File: src/rtl/irq_collector_pkg.sv
package irq_collector_pkg;

  localparam int DATA_W = 8;
  localparam int ADDR_W = 7;

  localparam int CTRL_MIE_BIT = 7;
  localparam int CTRL_SUM_BIT = 6;

  localparam logic [ADDR_W-1:0] OFS_EN    = 7'h78;
  localparam logic [ADDR_W-1:0] OFS_CTRL  = 7'h79;
  localparam logic [ADDR_W-1:0] OFS_HWREV = 7'h7B;
  localparam logic [ADDR_W-1:0] OFS_SWREV = 7'h7D;
  localparam logic [ADDR_W-1:0] OFS_ID    = 7'h7F;

  typedef enum logic [2:0] {
    SEL_NONE,
    SEL_EN,
    SEL_CTRL,
    SEL_HWREV,
    SEL_SWREV,
    SEL_ID
  } sel_e;

  function automatic sel_e decode_ofs(input logic [ADDR_W-1:0] a);
    sel_e s;
    case (a)
      OFS_EN:    s = SEL_EN;
      OFS_CTRL:  s = SEL_CTRL;
      OFS_HWREV: s = SEL_HWREV;
      OFS_SWREV: s = SEL_SWREV;
      OFS_ID:    s = SEL_ID;
      default:   s = SEL_NONE;
    endcase
    return s;
  endfunction

  function automatic logic [DATA_W-1:0] ctrl_image(input logic mie, input logic sum);
    logic [DATA_W-1:0] v;
    v = '0;
    v[CTRL_MIE_BIT] = mie;
    v[CTRL_SUM_BIT] = sum;
    return v;
  endfunction

endpackage

File: src/rtl/irq_mask_sum.sv
module irq_mask_sum #(
  parameter int NCH = 8
) (
  input  logic [NCH-1:0] req_i,
  input  logic [NCH-1:0] en_i,
  output logic [NCH-1:0] masked_o,
  output logic           sum_o
);

  for (genvar g = 0; g < NCH; g++) begin : g_chan
    assign masked_o[g] = req_i[g] & en_i[g];
  end

  assign sum_o = |masked_o;

endmodule

File: src/rtl/irq_req_latch.sv
module irq_req_latch (
  input  logic clk_i,
  input  logic rst_ni,
  input  logic mie_we_i,
  input  logic mie_wval_i,
  input  logic sum_i,
  output logic mie_o,
  output logic irq_o
);

  logic mie_q;
  logic held_q;

  always_ff @(posedge clk_i) begin
    if (!rst_ni) begin
      mie_q <= 1'b0;
    end else if (mie_we_i) begin
      mie_q <= mie_wval_i;
    end
  end

  // Sticky request: set by the summary while armed, wiped while disarmed.
  always_ff @(posedge clk_i) begin
    if (!rst_ni) begin
      held_q <= 1'b0;
    end else if (!mie_q) begin
      held_q <= 1'b0;
    end else begin
      held_q <= held_q | sum_i;
    end
  end

  assign mie_o = mie_q;
  assign irq_o = held_q & mie_q;

endmodule

File: src/rtl/irq_regfile.sv
module irq_regfile
  import irq_collector_pkg::*;
#(
  parameter int                NCH     = 8,
  parameter logic [DATA_W-1:0] HW_REV  = 8'h02,
  parameter logic [DATA_W-1:0] SW_REV  = 8'h01,
  parameter logic [DATA_W-1:0] ID_CODE = 8'hE3
) (
  input  logic              clk_i,
  input  logic              rst_ni,
  input  logic [ADDR_W-1:0] addr_i,
  input  logic              wr_i,
  input  logic              rd_i,
  input  logic [DATA_W-1:0] wdata_i,
  input  logic              mie_i,
  input  logic              sum_i,
  output logic [NCH-1:0]    en_o,
  output logic              mie_we_o,
  output logic              mie_wval_o,
  output logic [DATA_W-1:0] rdata_o
);

  sel_e              sel;
  logic [NCH-1:0]    en_q;
  logic [DATA_W-1:0] en_image;
  logic [DATA_W-1:0] rd_mux;
  logic [DATA_W-1:0] rdata_q;

  assign sel = decode_ofs(addr_i);

  always_ff @(posedge clk_i) begin
    if (!rst_ni) begin
      en_q <= '0;
    end else if (wr_i && sel == SEL_EN) begin
      en_q <= wdata_i[NCH-1:0];
    end
  end

  assign mie_we_o   = wr_i && sel == SEL_CTRL;
  assign mie_wval_o = wdata_i[CTRL_MIE_BIT];

  always_comb begin
    en_image = '0;
    en_image[NCH-1:0] = en_q;
  end

  always_comb begin
    case (sel)
      SEL_EN:    rd_mux = en_image;
      SEL_CTRL:  rd_mux = ctrl_image(mie_i, sum_i);
      SEL_HWREV: rd_mux = HW_REV;
      SEL_SWREV: rd_mux = SW_REV;
      SEL_ID:    rd_mux = ID_CODE;
      default:   rd_mux = '0;
    endcase
  end

  always_ff @(posedge clk_i) begin
    if (!rst_ni) begin
      rdata_q <= '0;
    end else begin
      rdata_q <= rd_i ? rd_mux : '0;
    end
  end

  assign en_o    = en_q;
  assign rdata_o = rdata_q;

endmodule

File: src/rtl/irq_collector.sv
module irq_collector
  import irq_collector_pkg::*;
#(
  parameter int                NCH     = 8,
  parameter logic [DATA_W-1:0] HW_REV  = 8'h02,
  parameter logic [DATA_W-1:0] SW_REV  = 8'h01,
  parameter logic [DATA_W-1:0] ID_CODE = 8'hE3
) (
  input  logic              clk_i,
  input  logic              rst_ni,
  input  logic [NCH-1:0]    chan_req_i,
  input  logic [ADDR_W-1:0] reg_addr_i,
  input  logic              reg_wr_i,
  input  logic              reg_rd_i,
  input  logic [DATA_W-1:0] reg_wdata_i,
  output logic [DATA_W-1:0] reg_rdata_o,
  output logic              host_irq_o
);

  logic [NCH-1:0] chan_en;
  logic [NCH-1:0] chan_masked;
  logic           sum_req;
  logic           mie_q;
  logic           mie_we;
  logic           mie_wval;
  logic           mie_clr_ev;
  logic           mie_set_ev;

  irq_mask_sum #(.NCH(NCH)) u_mask (
    .req_i    (chan_req_i),
    .en_i     (chan_en),
    .masked_o (chan_masked),
    .sum_o    (sum_req)
  );

  irq_regfile #(
    .NCH     (NCH),
    .HW_REV  (HW_REV),
    .SW_REV  (SW_REV),
    .ID_CODE (ID_CODE)
  ) u_regs (
    .clk_i      (clk_i),
    .rst_ni     (rst_ni),
    .addr_i     (reg_addr_i),
    .wr_i       (reg_wr_i),
    .rd_i       (reg_rd_i),
    .wdata_i    (reg_wdata_i),
    .mie_i      (mie_q),
    .sum_i      (sum_req),
    .en_o       (chan_en),
    .mie_we_o   (mie_we),
    .mie_wval_o (mie_wval),
    .rdata_o    (reg_rdata_o)
  );

  irq_req_latch u_latch (
    .clk_i      (clk_i),
    .rst_ni     (rst_ni),
    .mie_we_i   (mie_we),
    .mie_wval_i (mie_wval),
    .sum_i      (sum_req),
    .mie_o      (mie_q),
    .irq_o      (host_irq_o)
  );

  // Named events for the checker.
  assign mie_clr_ev = mie_we & ~mie_wval;
  assign mie_set_ev = mie_we &  mie_wval;

endmodule

File: config.mk
export PLATFORM = sky130hd
export DESIGN_NAME = irq_collector
export DESIGN_NICKNAME = d
export VERILOG_FILES = /design/src/rtl/irq_collector_pkg.sv /design/src/rtl/irq_mask_sum.sv /design/src/rtl/irq_req_latch.sv /design/src/rtl/irq_regfile.sv /design/src/rtl/irq_collector.sv
export SDC_FILE = /design/constraint.sdc
export NUM_CORES = 1
export LEC_CHECK = 0
export ABC_AREA = 1
export BUFFER_PORTS_ARGS = -buffer_cell sky130_fd_sc_hd__buf_4
export CORE_AREA = 2 2 43 49
export DETAILED_ROUTE_END_ITERATION = 10
export DIE_AREA = 0 0 45 51
export MAX_ROUTING_LAYER = met4
export PLACE_DENSITY = 0.77
export SYNTH_ARGS = -nofsm -noshare
export SYNTH_HDL_FRONTEND = slang
export SYNTH_SLANG_ARGS = --single-unit
File: constraint.sdc
create_clock -name clk_i -period 2.2 [get_ports clk_i]
set_input_delay 0.33 -clock clk_i [delete_from_list [all_inputs] [get_ports clk_i]]
set_output_delay 0.33 -clock clk_i [all_outputs]
set_load 0.02 [all_outputs]
* Yosys cells after proc, flatten, opt, wreduce, memory -nomap -nowiden
Cells that the tools add are included. W data, S select, Z words.
Storage, ports and cells: register bits 18, input bits 27, output and inout bits 9, logic and storage cells 31
Operators by class: equality and inequality tests 10, mux-type cells 2, bitwise operators 10, reduce and logical (&&, ||, !) cells 5
Operator list (number):
- $pmux W8 S5 | 1
- $eq A7 B7 Y1 const B | 5
- $pmux W3 S5 | 1
- $and A1 B1 Y1 | 9
- $reduce_or A8 Y1 | 1
- $eq A3 B2 Y1 const B | 2
- $eq A3 B3 Y1 const B | 2
- $reduce_and A2 Y1 | 2
- $eq A3 B1 Y1 const B | 1
- $logic_and A1 B1 Y1 | 2
- $or A1 B1 Y1 | 1

* Longest topological paths before layout
depth after elaboration 4, depth in mapped cells 9, gate-level depth less buffers 9

* Cells and area by module
From an unflattened synthesis, not the netlist that was laid out.
Unflattened totals: cell total of the unflattened synthesis 135, area total of the unflattened synthesis 873.3 sq um
Modules (own cells, without submodules):
- irq_regfile | instances 1, cells each 100, area each 709.4 sq um, seq. area each 320.3 sq um
- irq_mask_sum | instances 1, cells each 23, area each 86.3 sq um, seq. area each 0.0 sq um
- irq_req_latch | instances 1, cells each 12, area each 77.6 sq um, seq. area each 40.0 sq um

* Worst setup path after synthesis
No wires, ideal clock.
kind input to register, from input port reg_addr_i[1], to register u_regs.en_q[2], in the netlist u_regs.en_o[2], setup time 0.113 ns, arrival time 1.013 ns, data required time 2.087 ns, setup slack 1.075 ns, cell stages on the path 6, path buffers 1, path through or2_1 -> nor2_2 -> nand3_2 -> buf_6 -> nor2_1 -> nor2_1
Between the ends: cells in the longest elaborated chain, start to end 4, elaborated cells between the ends (all ways) 8, those cells by class eq/ne (6); mux (1); reduce/logical (1)
Ends and longest elaborated chain:
- start: declaration | RTL line irq_collector.sv:12 | input logic [ADDR_W-1:0] reg_addr_i,
- $eq A7 B7 Y1 | RTL line irq_collector_pkg.sv:26 | case (a)
- $pmux W3 S5 * | RTL line irq_collector_pkg.sv:26
- $eq A3 B1 Y1 * | RTL line irq_regfile.sv:34 | end else if (wr_i && sel == SEL_EN) begin
- $logic_and A1 B1 Y1 * | RTL line irq_regfile.sv:34
- end signal: assignment | RTL line irq_regfile.sv:35 | en_q <= wdata_i[NCH-1:0];
- end: declaration | RTL line irq_regfile.sv:24 | logic [NCH-1:0] en_q;
Every way passes the cells marked *; elsewhere a longest branch is shown, timed or not. A chain may end at the register's enable or synchronous reset.

* Final worst setup path
from input port reg_addr_i[1], to register u_regs.en_q[4], in the netlist u_regs.en_o[4]
Same word-level chain as after synthesis.

==> summary.md <==
| Metric | Value |
|---|---|
| Leakage | 0.561 nW |
| Clk buf depth | 2 |
| Grt ovf | 0 |
| Most frequent CP cell | nor2_1 |
| Final WS setup | 0.865 ns |
| Ys async rst share | 0 |
| Clock tree from TritonCTS | done |
| Worst IR Drop VDD | 0.331 mV |
| Status | complete, no violations |
| TNS Setup | 0 ns |
| Final setup viols | 0 |
| Antenna diodes | 0 |
| Skew final | 0.00138 ns |
| Synth Net Count | 145 |
| Routed Antenna Nets | 0 |
| Crit-path slowest cell | nor2_2 |
| Placer congestion estimate | 0.775 |
| Vias | 841 |
| FF+latch area | 360 um2 |
| # Post-CTS Setup Buffers | 0 |
| Worst setup SP type | input port |
| # nets final | 181 |
| Synth top area share | 0.444 |
| DRT iter0 DRCs | 17 |
| CP peak stage delay | 0.34 ns |
| Post-Syn Area | 811 um2 |
| Initial antenna violation count | 0 |
| Number of global-route vias before repair | 697 |
| Worst path cell trace | buf_4 > or2_1 > nor2_2 > nand3_2 > nor2_1 > nor2_1 |
| Fin. max-slew vios | 0 |
| Tot Pwr | 585 uW |
| CP delay by family, top | simple AND/OR/NAND/NOR gates |
| Core Footprint | 1870 um2 |
| Synth Flop Type | dfxtp_1 |
| # DRC | 0 |
| Port bufs | 35 |
| Post-route cell area | 1110 um2 |
| Tcrit/Tclk final | 0.607 |
| Max Cap Violations | 0 |
| Yosys warning count | 0 |
| First-pass DRT Iterations | 4 |
| CP Data Required Time | 2.39 ns |
| Root Buffer Master | clkbuf_4 |
| Multi-input logic area | 374 um2 |
| CTS sink count | 18 |
| Die area | 2300 um2 |
| CP endpoint kind | flip-flop |
| Post-DP HPWL | 1440 um |
| Final hold slack | 0.262 ns |
| Skew-Pair Late Insertion Delay | 0.28 ns |
| CTS H-tree depth | 1 |
| CP Class | input port to flip-flop |
| Number of gates resized after cts | 0 |
| Cell count after synthesis | 118 |
| Filler instances | 182 |
| Clock transition at the registers of the reported paths | 0.10 ns |
| Starting Density | 0.433 |
| Synthesis-to-finish area growth | 36.4% |
| Pwr dens | 529 nW/um2 |
| DRT Wirelength | 1790 um |
| Non-Filler Instances | 172 |
| Most frequent cells after synthesis | 38 x nand2_1, 18 x dfxtp_1, 12 x inv_1 |
| Achievable Freq | 0.749 GHz |
| Largest net degree at the start of global routing | 17 |
| Worst path bufs/invs | 1 |
| Worst slew margin | 0.717 |
| Top cells by area, synth | dfxtp_1 44%, nand2_1 18%, a21oi_1 6.2% |
| Placement Setup Slack | 0.549 ns |
| Post-synth EDFFs | 0 |
| Crit path time final | 1.33 ns |
| Area leader, netlist | dfxtp_1 |
| Placed cells | 168 |
| Sequential fraction of the synthesis area | 0.444 |
| Drt via density | 4.89 |
| GRT Resource Usage Total | 0.178 |
| First-pass GRT wire length | 2970 um |
| FF+latch count, synth | 18 |
| CTS Hold Bufs | 0 |
| Most frequent cell after synthesis | nand2_1 |
| Finished Core Util | 0.591 |
| Num CTS Buffers | 3 |
| Unrepaired setup endpoints after global routing | no |
| Distinct cell type count after synthesis | 17 |
| Share of cells above drive strength 1 | 0.275 |
| Die height | 51 um |
| DR WL/cell | 10.4 um |
| Syn_area_per_cell | 6.87 um2 |
| I/O pin count | 36 |
| Worst-Margin Slew | 0.424 ns |
| Hold Fails Final Rpt | 0 |
| Area of placed instances | 1070 um2 |
| Core Rows | 17 |
| Die W | 45 um |
| WP data arrival | 1.52 ns |
| CP Max Fanout | 12 |
| Min-delay worst type | input port to flip-flop |
## state kept, by name (all words and copies together), names as in the netlist
name            count
u_regs.rdata_o      8
u_regs.en_o         8
u_latch.mie_o       1
u_latch.held_q      1
## worst register-to-register path, stage by stage (launching register included)
cell and delay, ns:
dfxtp_1 0.35, nand2_1 0.06, nand2_1 0.05, nor2_1 0.12, nand2_1 0.08, nand2_1 0.07
nand3_1 0.06, nand2_1 0.06, inv_1 0.03
## metal layers
layer	vias to the layer above	routed length (um)	track usage
li1	449	-	-
met1	371	810	0.231
met2	19	892	0.276
met3	2	78	0.0318
met4	0	12	0.0588
met5	-	0	-
## path summary, 6_finish.rpt
path,from,to,slack (ns),cells after the start
max reg2reg,u_regs.en_o[6],u_regs.rdata_o[6],1.23,8
min,reg_wdata_i[2],u_regs.en_o[2],0.26,3
max,reg_addr_i[1],u_regs.en_o[4],0.87,6
min reg2reg,u_regs.en_o[2],u_regs.rdata_o[2],0.48,2
## power by group
part | leakage (nW) | internal (mW) | switching (mW) | total (mW)
Combinational | 0.395 | 0.0333 | 0.0259 | 0.0592
Clock | 0.0210 | 0.101 | 0.0988 | 0.199
Sequential | 0.145 | 0.326 | 0.000353 | 0.327
Total | 0.561 | 0.460 | 0.125 | 0.585
## cells in the final DEF, fill, tap and decap left out
cell type,instances
nand2_1,38
buf_4,35
dfxtp_1,18
inv_1,12
nand3_1,10
nor2_1,10
a21oi_1,10
nand4_1,7
nor3_1,4
clkbuf_4,3
or2_1,1
nor2_2,1
inv_2,1
nand3_2,1
o21bai_1,1
clkbuf_8,1
## area by class of cell
type / instances / share of cell area
Tap cell: 19 / 0.0215
Sequential cell: 18 / 0.326
Timing Repair Buffer: 35 / 0.238
Multi-Input combinational cell: 83 / 0.338
Inverter: 13 / 0.0441
Clock buffer: 4 / 0.0328
## cells by family (layout without fill, tap and decap cells)
family	after synthesis	count (layout)	share of synthesized area
AND/OR/NAND/NOR	72	72	0.390
flip-flops	18	18	0.444
buffers and inverters	17	52	0.0941
AO/OA/AOI/OAI	11	11	0.0710
Note: power is estimated with default switching activity, not from simulation.
